===== config.mk =====
export PLATFORM = sky130hd
export DESIGN_NAME = pwm_activity_monitor
export DESIGN_NICKNAME = d
export VERILOG_FILES = /design/src/rtl/pwmad_pkg.sv /design/src/rtl/pwmad_sync.sv /design/src/rtl/pwmad_chan.sv /design/src/rtl/pwmad_fault.sv /design/src/rtl/pwm_activity_monitor.sv
export SDC_FILE = /design/constraint.sdc
export NUM_CORES = 1
export LEC_CHECK = 0
export BUFFER_PORTS_ARGS = -buffer_cell sky130_fd_sc_hd__buf_2
export CAP_MARGIN = 10
export CORE_UTILIZATION = 45
export CTS_CLUSTER_SIZE = 40
export DETAILED_ROUTE_END_ITERATION = 8
export GPL_ROUTABILITY_DRIVEN = 0
export GPL_TIMING_DRIVEN = 0
export PLACE_DENSITY = 0.65
export SYNTH_ARGS = -nofsm -noshare
export SYNTH_HDL_FRONTEND = slang
export SYNTH_SLANG_ARGS = --single-unit

===== constraint.sdc =====
create_clock -name clk -period 2.32 [get_ports clk]
set_clock_uncertainty 0.15 [all_clocks]
set_input_delay 0.232 -clock clk [delete_from_list [all_inputs] [get_ports clk]]
set_output_delay 0.232 -clock clk [all_outputs]
set_load 0.01 [all_outputs]

===== src/rtl/pwmad_pkg.sv =====
package pwmad_pkg;

  // Progress of one channel through a PWM frame, used to qualify
  // short-pulse detection and to decide when a clean frame has passed.
  typedef enum logic [1:0] {
    FR_WAIT_FALL = 2'd0,
    FR_IN_LOW    = 2'd1,
    FR_IN_HIGH   = 2'd2
  } frame_st_e;

endpackage


===== src/rtl/pwmad_sync.sv =====
module pwmad_sync #(
  parameter int W      = 2,
  parameter int STAGES = 2
) (
  input  logic         clk,
  input  logic         rst_n,
  input  logic [W-1:0] raw_i,
  output logic [W-1:0] lvl_o,
  output logic [W-1:0] lvl_dly_o
);

  localparam int DEPTH = STAGES + 1;

  logic [W-1:0] pipe_q [DEPTH];
  logic [W-1:0] pipe_d [DEPTH];

  always_comb begin
    pipe_d[0] = raw_i;
    for (int s = 1; s < DEPTH; s++) begin
      pipe_d[s] = pipe_q[s-1];
    end
  end

  always_ff @(posedge clk or negedge rst_n) begin
    if (!rst_n) begin
      for (int s = 0; s < DEPTH; s++) begin
        pipe_q[s] <= '0;
      end
    end else begin
      for (int s = 0; s < DEPTH; s++) begin
        pipe_q[s] <= pipe_d[s];
      end
    end
  end

  assign lvl_o     = pipe_q[STAGES-1];
  assign lvl_dly_o = pipe_q[STAGES];

endmodule


===== src/rtl/pwmad_chan.sv =====
module pwmad_chan
  import pwmad_pkg::*;
#(
  parameter int TIMEOUT_CYC = 1300,
  parameter int MIN_LOW_CYC = 5
) (
  input  logic clk,
  input  logic rst_n,
  input  logic lvl_i,
  input  logic lvl_dly_i,
  output logic stuck_o,
  output logic bad_o,
  output logic frame_done_o
);

  localparam int            CW      = $clog2(TIMEOUT_CYC + 1);
  localparam logic [CW-1:0] CNT_MAX = CW'(TIMEOUT_CYC);
  localparam logic [CW-1:0] LOW_LIM = CW'(MIN_LOW_CYC - 1);

  logic [CW-1:0] cnt_q, cnt_d;
  logic          cnt_en;
  frame_st_e     st_q, st_d;
  logic          bad_q, bad_d;
  logic          rise, fall, tog, stuck, short_low, done;

  assign rise  = lvl_i & ~lvl_dly_i;
  assign fall  = ~lvl_i & lvl_dly_i;
  assign tog   = rise | fall;
  assign stuck = (cnt_q == CNT_MAX);

  // One counter serves both as the quiet-time timer and, at a rising
  // edge, as the length of the low pulse just ended (length = cnt + 1).
  assign cnt_en = tog | ~stuck;
  assign cnt_d  = tog ? '0 : cnt_q + CW'(1);

  assign short_low = rise & (st_q == FR_IN_LOW) & (cnt_q < LOW_LIM);

  always_comb begin
    st_d = st_q;
    done = 1'b0;
    if (short_low) begin
      st_d = FR_WAIT_FALL;
    end else if (fall) begin
      done = (st_q == FR_IN_HIGH) & ~stuck;
      st_d = FR_IN_LOW;
    end else if (stuck) begin
      st_d = FR_WAIT_FALL;
    end else if (rise && st_q == FR_IN_LOW) begin
      st_d = FR_IN_HIGH;
    end
  end

  assign bad_d = short_low;

  always_ff @(posedge clk or negedge rst_n) begin
    if (!rst_n) begin
      cnt_q <= '0;
    end else if (cnt_en) begin
      cnt_q <= cnt_d;
    end
  end

  always_ff @(posedge clk or negedge rst_n) begin
    if (!rst_n) begin
      st_q  <= FR_WAIT_FALL;
      bad_q <= 1'b0;
    end else begin
      st_q  <= st_d;
      bad_q <= bad_d;
    end
  end

  assign stuck_o      = stuck;
  assign bad_o        = bad_q;
  assign frame_done_o = done;

endmodule


===== src/rtl/pwmad_fault.sv =====
module pwmad_fault #(
  parameter int NUM_CH = 2
) (
  input  logic              clk,
  input  logic              rst_n,
  input  logic [NUM_CH-1:0] stuck_i,
  input  logic [NUM_CH-1:0] bad_i,
  input  logic [NUM_CH-1:0] done_i,
  output logic              shutdown_n_o
);

  logic [NUM_CH-1:0] good_q, good_d;
  logic              fault_q, fault_d;
  logic              event_now;

  assign event_now = (|stuck_i) | (|bad_i);

  // Every fault event wipes the per-channel clean-frame record, so
  // release waits for a fresh frame on each channel after the last one.
  always_comb begin
    good_d  = event_now ? '0 : (good_q | done_i);
    fault_d = fault_q;
    if (event_now) begin
      fault_d = 1'b1;
    end else if (&good_q) begin
      fault_d = 1'b0;
    end
  end

  always_ff @(posedge clk or negedge rst_n) begin
    if (!rst_n) begin
      good_q  <= '0;
      fault_q <= 1'b0;
    end else begin
      good_q  <= good_d;
      fault_q <= fault_d;
    end
  end

  assign shutdown_n_o = ~fault_q;

endmodule


===== src/rtl/pwm_activity_monitor.sv =====
module pwm_activity_monitor #(
  parameter int NUM_CH      = 2,
  parameter int TIMEOUT_CYC = 1300,
  parameter int MIN_LOW_CYC = 5,
  parameter int SYNC_STAGES = 2
) (
  input  logic              clk,
  input  logic              rst_n,
  input  logic [NUM_CH-1:0] pwm_i,
  output logic [NUM_CH-1:0] stuck_o,
  output logic [NUM_CH-1:0] bad_frame_o,
  output logic              shutdown_n_o
);

  logic [NUM_CH-1:0] lvl, lvl_dly, done;

  pwmad_sync #(
    .W      (NUM_CH),
    .STAGES (SYNC_STAGES)
  ) sync_i (
    .clk       (clk),
    .rst_n     (rst_n),
    .raw_i     (pwm_i),
    .lvl_o     (lvl),
    .lvl_dly_o (lvl_dly)
  );

  for (genvar c = 0; c < NUM_CH; c++) begin : g_ch
    pwmad_chan #(
      .TIMEOUT_CYC (TIMEOUT_CYC),
      .MIN_LOW_CYC (MIN_LOW_CYC)
    ) chan_i (
      .clk          (clk),
      .rst_n        (rst_n),
      .lvl_i        (lvl[c]),
      .lvl_dly_i    (lvl_dly[c]),
      .stuck_o      (stuck_o[c]),
      .bad_o        (bad_frame_o[c]),
      .frame_done_o (done[c])
    );
  end

  pwmad_fault #(
    .NUM_CH (NUM_CH)
  ) fault_i (
    .clk          (clk),
    .rst_n        (rst_n),
    .stuck_i      (stuck_o),
    .bad_i        (bad_frame_o),
    .done_i       (done),
    .shutdown_n_o (shutdown_n_o)
  );

endmodule


==> results.py, run 1 <==
metrics = {
    "grt": {
        "grt_use_total_pct": 18.4,
        "grt_pass1_wl_mm": 5.98,
        "grt_max_degree": 38,
        "grt_pass1_vias": 1324,
        "antenna_found_initial": 0,
        "gr-total-overflow": 0,
    },
    "route": {
        "routed_wl_mm": 3.25,
        "ant_nets": 0,
        "drc_errors": 0,
        "routed-via-count": 1255,
        "wire_per_inst_um": 13.6,
        "avgViaCountPerCell": 5.25,
        "drtIter0Drc": 61,
        "drtPass1Iterations": 4,
    },
    "power": {
        "report.power.total_mw": 1.28,
        "worst_ir_drop_vdd_uv": 434,
        "p_leak_nw": 0.961,
        "power_density_mw_per_mm2": 622,
    },
    "synth": {
        "synth-edff-count": 0,
        "synth_warnings": 0,
        "synth_area_leaders": "dfrtp_1 (51%), xnor2_1 (7.7%), and2_1 (5.5%), ha_1 (5.5%), nand4_1 (3.1%)",
        "ys.flop_type": "dfrtp_1",
        "syn-cell-area_mm2": 0.00182,
        "yosys.area.top_type": "dfrtp_1",
        "synth_top_area_share_pct": 50.8,
        "syn_nets": 183,
        "syn_avg_cell_area_um2": 10.7,
        "yosys.cell_types.count": 34,
        "ys_seq_area_share_pct": 50.8,
        "ys_async_sr_fraction_pct": 100,
        "syn_inst": 171,
        "synth-seq-cells": 37,
    },
    "setup_path": {
        "ff2ff_path_depth": 7,
        "critPathMaxFanout": 5,
        "arrival_ps": 1860,
        "path_class": "reg2out",
        "end_kind": "output port",
        "required_ps": 1940,
        "startpoint_type": "register",
    },
    "floorplanning": {
        "io_pins": 9,
        "die_y_um": 65.7,
        "die-area_mm2": 0.00431,
        "initial_core_util_pct": 48.3,
        "fp-row-count": 22,
        "core-area_mm2": 0.00377,
        "fp.dieW_um": 65.7,
    },
    "clocking": {
        "clockBufferDepth": 2,
        "cts_made_buffers": 5,
        "cts.clk_slew.worst_paths_ps": 70,
        "clock_latency_ps": 280,
        "cts-root-buf": "clkbuf_8",
        "cts_tree": "built",
        "cts.sinks": 37,
        "htreeDepth": 2,
    },
    "layout": {
        "area_delta_synth_final_pct": 12.8,
        "final_util_pct": 54.5,
        "fillCellCount": 335,
        "multi_input_area_um2": 807,
        "finalNetCount": 203,
        "regArea_um2": 927,
        "drive_above_1_share_pct": 16.2,
        "diodes": 0,
    },
    "min_path": {
        "hold_path.class": "reg2reg",
        "hold_depth": 0,
    },
    "sta": {
        "rsz0062_at_grt": "no",
        "finalSetupTns_ps": 0,
        "finalSetupViolations": 0,
        "tightest_slew_ps": 809,
        "drv_slew": 0,
        "hold_viol_final": 0,
        "finalWorstSetupSlack_ps": 78.0,
        "fmax_ghz": 0.446,
        "whs_ps": 204,
        "post-route-period-util_pct": 96.6,
        "period_needed_ps": 2240,
        "relSlewSlack_pct": 46.1,
    },
    "job": {
        "drv_cap": 0,
    },
    "place": {
        "place_hpwl_mm": 2.23,
        "io_buffer_count": 8,
        "pre_cts_ws_ps": 157,
    },
    "status": {
        "outcome": "finished, final reports clean",
    },
}
==> sequential cells by signal, indices dropped and copies added, names as in the netlist <==
signal	count
fault_i.fault_q	1
g_ch.chan_i.bad_o	2
sync_i.lvl_o	2
g_ch.chan_i.cnt_q	22
sync_i.lvl_dly_o	2
fault_i.good_q	2
g_ch.chan_i.st_q	4
sync_i.pipe_d	2
==> synthesized netlist by cell type, drive strengths merged, types with 3 or more instances <==
library cell,n
and2,16
ha,8
and3,5
a21oi,4
nand3,8
nor2,3
nand4,9
xnor2,16
inv,14
o21ai,4
nor3,5
or4,4
nand2,10
dfrtp,37
buf,4
a31oi,4
nor4,3
==> layout by cell type (no fill, tap or decap), types with 5 or more instances in the layout <==
cell	synthesis	layout
clkbuf_8	0	6
ha_1	8	8
nand4_1	9	9
buf_4	4	6
nand2_1	10	10
inv_1	14	14
xnor2_1	16	16
dfrtp_1	37	36
nor3_1	5	5
nand3_1	8	8
buf_2	0	8
and2_1	16	16
==> worst paths after layout <==
kind	start	end	slack, ps
max	g_ch[0].chan_i.cnt_q[6]	stuck_o[0]	80
min	sync_i.pipe_d[2]	sync_i.lvl_o[0]	200
max reg2reg	g_ch[1].chan_i.cnt_q[1]	fault_i.fault_q	90
min reg2reg	sync_i.pipe_d[2]	sync_i.lvl_o[0]	200
max in group asynchronous	rst_n	g_ch[1].chan_i.cnt_q[0]	1040
min in group asynchronous	rst_n	g_ch[1].chan_i.st_q[0]	430
==> metrics by stage <==
| step | area, µm² | std cells |
|---|---|---|
| 6_report | 2060 | 239 |
| 5_1_grt | 2060 | 239 |
| 4_1_cts | 2050 | 239 |
| 3_5_place_dp | 1920 | 227 |
| 3_3_place_gp | 1920 | 227 |
| 2_1_floorplan | 1820 | 171 |
==> area by class of cell <==
class / instances / area share (%)
Buffer: 6 / 1.83
Clock buffer: 7 / 4.20
Inverter: 14 / 2.56
Multi-Input combinational cell: 114 / 39.3
Sequential cell: 37 / 45.1
Tap cell: 48 / 2.92
Timing Repair Buffer: 13 / 4.14
==> routing by layer <==
metal	part of all wire [%]	track usage, %
met3	3.0	4.69
met1	49	24.1
met5	0	0
met4	3.4	10.6
met2	45	27.3
==> repair_timing <==
| item | 4_1_cts | 5_1_grt |
|---|---|---|
| hold buffers | 3 | 0 |
| gates resized for setup | 0 | 1 |
| setup endpoints to repair | 2 | 1 |
| buffers inserted | 2 | 0 |
| hold endpoints to repair | 39 | 0 |
| pin swaps | 2 | 0 |
==> critical path, stage by stage (launching register included) <==
cell and delay, ps:
dfrtp_1 430, or4_4 570, nor4_4 320, buf_4 150, buf_2 110
==> power breakdown <==
group	leakage [nW]	internal (mW)	switching, mW
sequential	0.487	0.676	0.0398
combinational	0.430	0.0510	0.0718
clock	0.0443	0.235	0.205
total	0.961	0.962	0.317
==> kinds of logic (layout without fill, tap and decap cells) <==
logic type / after synthesis / in the layout / synth area share (%)
xor gates and xnor gates: 16 / 16 / 7.69
and+or+nand+nor: 73 / 73 / 25.5
buffers and inverters: 20 / 40 / 4.94
AOI/OAI and AO/OA: 17 / 17 / 5.63
DFF: 37 / 37 / 50.8
adders and majority gates: 8 / 8 / 5.49
Note: power is estimated with default switching activity, not from simulation.
==> run 2, diff against run 1 <==
--- a/config.mk
+++ b/config.mk
@@ -13,5 +13,6 @@
 export GPL_ROUTABILITY_DRIVEN = 0
 export GPL_TIMING_DRIVEN = 0
-export PLACE_DENSITY = 0.65
+export PLACE_DENSITY = 0.59
+export SLEW_MARGIN = 20
 export SYNTH_ARGS = -nofsm -noshare
 export SYNTH_HDL_FRONTEND = slang
--- a/constraint.sdc
+++ b/constraint.sdc
@@ -3,3 +3,3 @@
 set_input_delay 0.232 -clock clk [delete_from_list [all_inputs] [get_ports clk]]
 set_output_delay 0.232 -clock clk [all_outputs]
-set_load 0.01 [all_outputs]
+set_load 0.05 [all_outputs]
==> run 2 against run 1 <==
First-iteration DRC count up 3.3%. Clock-buffer cell count down 1. Core utilization increased by 1.1 points. Wire length fell by 1.9%. Worst setup slack worse by 11 ps. Global-route usage decreased by 0.86 points. Design area grew 2.1%. Cell count increased by 0.42%. Sequential cell count unchanged. Non-clock buffer count stayed put. Critical path type unchanged. Critical endpoint is now stuck_o[1].
==> results.py, run 2 (synthesis results as in run 1) <==
metrics = {
    "power": {
        "worst_ir_drop_vdd_uv": 387,
        "power_density_mw_per_mm2": 678,
        "report.power.total_mw": 1.42,
        "p_leak_nw": 0.974,
    },
    "grt": {
        "gr-total-overflow": 0,
        "grt_max_degree": 38,
        "grt_pass1_vias": 1269,
        "antenna_found_initial": 0,
        "grt_use_total_pct": 17.6,
        "grt_pass1_wl_mm": 5.62,
    },
    "setup_path": {
        "arrival_ps": 1870,
        "end_kind": "output port",
        "startpoint_type": "register",
        "path_buf_inv": 2,
        "crit_chain": "or4_4, nor4b_4, buf_4, clkbuf_4",
        "crit_slowest_cell": "or4_4",
        "required_ps": 1940,
        "slowest_delay_ps": 550,
        "path_class": "reg2out",
        "critPathMaxFanout": 5,
        "path_delay_family": "simple AND/OR/NAND/NOR gates",
    },
    "route": {
        "wire_per_inst_um": 13.3,
        "ant_nets": 0,
        "drtIter0Drc": 63,
        "m1WireLength_mm": 1.65,
        "routed_wl_mm": 3.19,
        "drtPass1Iterations": 4,
        "wl_met3_um": 93,
        "drc_errors": 0,
        "routed-via-count": 1265,
        "avgViaCountPerCell": 5.27,
        "topRoutingLayerUsed": "met4",
        "wl_met2_mm": 1.38,
    },
    "layout": {
        "finalNetCount": 203,
        "diodes": 0,
        "largest-register": "g_ch.chan_i.cnt_q",
        "multi_input_area_um2": 807,
        "final_util_pct": 55.6,
        "fillCellCount": 320,
        "layout_commonest_cell": "dfrtp_1",
        "reg_top3": "g_ch.chan_i.cnt_q x22, g_ch.chan_i.st_q x4",
        "drive_above_1_share_pct": 17.2,
        "layout_common_cells": "dfrtp_1 (36), xnor2_1 (16), and2_1 (16)",
        "regArea_um2": 927,
        "largest_reg_flops": 22,
        "area_delta_synth_final_pct": 15.1,
    },
    "floorplanning": {
        "fp.dieW_um": 65.7,
        "die-area_mm2": 0.00431,
        "io_pins": 9,
        "core-area_mm2": 0.00377,
        "fp-row-count": 22,
        "initial_core_util_pct": 48.3,
        "die_y_um": 65.7,
    },
    "min_path": {
        "hold_path.class": "reg2reg",
    },
    "clocking": {
        "htreeDepth": 2,
        "clockBufferDepth": 2,
        "cts.sinks": 37,
        "cts_made_buffers": 5,
        "clock_latency_ps": 290,
        "cts-root-buf": "clkbuf_8",
        "cts.clk_slew.worst_paths_ps": 70,
        "cts_tree": "built",
    },
    "sta": {
        "post-route-period-util_pct": 97.1,
        "hold_viol_final": 0,
        "fmax_ghz": 0.444,
        "finalWorstSetupSlack_ps": 66.9,
        "relSlewSlack_pct": 46.4,
        "period_needed_ps": 2250,
        "rsz0062_at_grt": "no",
        "tightest_slew_ps": 804,
        "drv_slew": 0,
        "finalSetupTns_ps": 0,
        "finalSetupViolations": 0,
    },
    "place": {
        "pre_cts_ws_ps": 29.0,
        "place_hpwl_mm": 2.22,
        "io_buffer_count": 8,
    },
    "job": {
        "drv_cap": 0,
    },
    "status": {
        "outcome": "finished, final reports clean",
    },
}
run 2: final timing paths:
path	startpoint	end	slack (ps)	cells after the start
min in group asynchronous	rst_n	sync_i.lvl_o[1]	410	2
hold reg to reg	sync_i.pipe_d[2]	sync_i.lvl_o[0]	200	0
max in group asynchronous	rst_n	g_ch[1].chan_i.cnt_q[0]	1040	2
setup reg to reg	g_ch[1].chan_i.cnt_q[1]	fault_i.fault_q	90	7
hold / removal	sync_i.pipe_d[2]	sync_i.lvl_o[0]	200	0
setup / recovery	g_ch[1].chan_i.cnt_q[6]	stuck_o[1]	70	4
run 2: what timing repair did:
| action | in CTS | in global routing |
|---|---|---|
| hold endpoints to repair | 39 | 0 |
| pin swaps | 2 | 1 |
| setup buffers | 2 | 0 |
| resized for setup | 1 | 3 |
| endpoints found under the setup margin | 2 | 3 |
| hold buffers | 3 | 0 |
run 2: metrics by stage:
step	std cells	hold slack (ps)	cell area [µm²]
global placement	227	182	1920
floorplan	171	-214	1820
global route	240	212	2100
finish	240	204	2100
CTS	240	209	2090
detailed placement	227	191	1920
run 2: metal layers:
metal / GRT usage [%] / up-vias
li1: - / 628
met1: 23.5 / 610
met2: 25.8 / 18
met3: 4.51 / 9
met4: 9.51 / 0
met5: 0 / -
run 2: area by class of cell:
| type | instances | area share, % |
|---|---|---|
| Clock inverter | 2 | 1.79 |
| Timing Repair Buffer | 13 | 4.47 |
| Inverter | 14 | 2.50 |
| Multi-Input combinational cell | 114 | 38.5 |
| Sequential cell | 37 | 44.2 |
| Buffer | 6 | 1.79 |
| Tap cell | 48 | 2.86 |
| Clock buffer | 6 | 3.94 |
run 2: power breakdown:
part,internal [mW],switching (mW)
Combinational,0.0525,0.0806
Sequential,0.675,0.0392
Clock,0.349,0.226
Total,1.08,0.346
==> run 3, diff against run 2 <==
- CORE_ASPECT_RATIO: unset -> 1.75
- PLACE_DENSITY: 0.59 -> unset
==> run 3 against run 2 <==
Cell count grew 0.42%. Global-route usage rose by 0.39 points. Hold slack worse by 8.0 ps. Sequential share of layout area increased by 0.72 points. Clock power decreased by 24%. Maximum frequency is 1.1% lower. Power fell by 10%. Critical endpoint is now fault_i.fault_q. Highest routed layer unchanged.
==> results.py, run 3 (synthesis results as in run 1) <==
metrics = {
    "status": {
        "outcome": "finished, final reports clean",
    },
    "sta": {
        "tightest_slew_ps": 814,
        "rsz0062_at_grt": "no",
        "relSlewSlack_pct": 45.7,
        "hold_viol_final": 0,
        "finalSetupTns_ps": 0,
        "period_needed_ps": 2280,
        "whs_ps": 196,
        "finalWorstSetupSlack_ps": 41.9,
        "finalSetupViolations": 0,
        "post-route-period-util_pct": 98.2,
        "fmax_ghz": 0.439,
        "drv_slew": 0,
    },
    "min_path": {
        "hold_path.class": "reg2reg",
        "hold_path.startpoint": "sync_i.pipe_d[3]",
    },
    "clocking": {
        "cts.sinks": 37,
        "htreeDepth": 2,
        "cts.clk_slew.worst_paths_ps": 80,
        "cts_tree": "built",
        "cts-root-buf": "clkbuf_8",
        "clockBufferDepth": 2,
        "clock_latency_ps": 290,
        "cts_made_buffers": 5,
    },
    "layout": {
        "layout_commonest_cell": "dfrtp_1",
        "finalNetCount": 204,
        "layout_common_cells": "dfrtp_1 (36), xnor2_1 (16), and2_1 (16)",
        "diodes": 0,
        "largest_reg_flops": 22,
        "reg_top3": "g_ch.chan_i.cnt_q x22, g_ch.chan_i.st_q x4",
        "area_delta_synth_final_pct": 13.2,
        "final_area_mm2": 0.00206,
        "drive_above_1_share_pct": 17.1,
        "largest-register": "g_ch.chan_i.cnt_q",
        "fillCellCount": 352,
    },
    "power": {
        "worst_ir_drop_vdd_uv": 532,
        "sequentialPowerShare_pct": 55.8,
        "p_leak_nw": 0.966,
        "power_switching_uw": 344,
        "report.power.total_mw": 1.28,
        "clock_power_share_pct": 34.1,
        "pwr-share-comb_pct": 10.1,
        "intPower_uw": 934,
        "power.share.switching_pct": 26.9,
        "power_density_mw_per_mm2": 619,
    },
    "place": {
        "pre_cts_ws_ps": 43.1,
        "place_area_mm2": 0.00192,
        "io_buffer_count": 8,
        "place_hpwl_mm": 2.45,
    },
    "setup_path": {
        "path_class": "reg2reg",
        "required_ps": 2350,
        "arrival_ps": 2310,
        "end_kind": "register",
        "critPathLaunch": "g_ch[1].chan_i.cnt_q[0]",
        "critPathMaxFanout": 7,
        "startpoint_type": "register",
        "timing.rr.start": "g_ch[1].chan_i.cnt_q[0]",
    },
    "route": {
        "ant_nets": 0,
        "drtIter0Drc": 29,
        "avgViaCountPerCell": 5.34,
        "drtPass1Iterations": 4,
        "routed-via-count": 1287,
        "routed_wl_mm": 3.40,
        "wire_per_inst_um": 14.1,
        "drc_errors": 0,
    },
    "grt": {
        "grt_use_total_pct": 17.9,
        "antenna_found_initial": 0,
        "grt_pass1_vias": 1287,
        "grt_pass1_wl_mm": 5.71,
        "grt_max_degree": 38,
        "gr-total-overflow": 0,
    },
    "floorplanning": {
        "die-area_mm2": 0.00432,
        "die_y_um": 86.2,
        "io_pins": 9,
        "core-area_mm2": 0.00387,
        "initial_core_util_pct": 47.2,
        "fp.dieW_um": 50.1,
        "fp-row-count": 30,
    },
    "job": {
        "drv_cap": 0,
    },
}
[run 3: changes by cell type in the layout (fill, tap and decap cells not counted), sizes merged]
| cell | delta |
|---|---|
| clkinv | +2 |
| bufinv | -1 |
| clkbuf | -1 |
| buf | +2 |
| clkinvlp | -1 |
[run 3: critical path, cell delays in order (launching register included)]
cell and delay [ps]:
dfrtp_1 470, inv_1 70, ha_1 190, and3_2 200
nor4b_4 140, buf_4 170, or4_2 600, a21o_1 180
[run 3: layout make-up]
type | count | area (µm²) | share of cell area (%)
plain buffers | 6 | 37.5 | 1.82
clock buffers | 6 | 72.6 | 3.52
clock inverters | 2 | 10.0 | 0.485
inverters | 14 | 52.6 | 2.55
multi-input cells | 114 | 807 | 39.1
flip-flops and latches | 37 | 927 | 44.9
well taps | 48 | 60.1 | 2.91
repair buffers | 14 | 97.6 | 4.73
[run 3: power groups by stage]
stage	Combinational [mW]	Sequential (mW)	Clock (mW)
after floorplan	0.0915	0.715	0
after global placement	0.125	0.724	0
after detailed placement	0.129	0.726	0
after CTS	0.133	0.713	0.446
after global routing	0.149	0.718	0.470
final	0.130	0.713	0.436
[run 3: final timing paths]
path,end,slack [ps],depth (start not counted)
max in group asynchronous,g_ch[0].chan_i.cnt_q[6],1030,2
max reg2reg,fault_i.fault_q,40,7
max,fault_i.fault_q,40,7
min reg2reg,sync_i.lvl_o[1],200,0
min in group asynchronous,sync_i.pipe_d[2],430,2
min,sync_i.lvl_o[1],200,0
[run 3: repair_timing]
action | 4_1_cts | 5_1_grt
setup buffers | 2 | 1
setup endpoints to repair | 2 | 1
resized for setup | 2 | 1
hold buffers | 3 | 0
hold endpoints to repair | 39 | 0
cloned | 0 | 0
pin swaps | 2 | 1
[run 3: metal layers]
metal | vias to the layer above | part of all wire [%] | track usage [%]
met1 | 637 | 39 | 18.0
li1 | 630 | - | -
met5 | - | 0 | 0
met2 | 15 | 56 | 33.5
met4 | 0 | 1.9 | 7.79
met3 | 5 | 2.1 | 4.74
[run 3: metrics by stage]
| step | instances | util (%) |
|---|---|---|
| after global routing | 241 | 53.4 |
| after detailed placement | 227 | 49.7 |
| final | 241 | 53.4 |
| after CTS | 240 | 53.2 |
| after global placement | 227 | 49.7 |
| after floorplan | 171 | - |
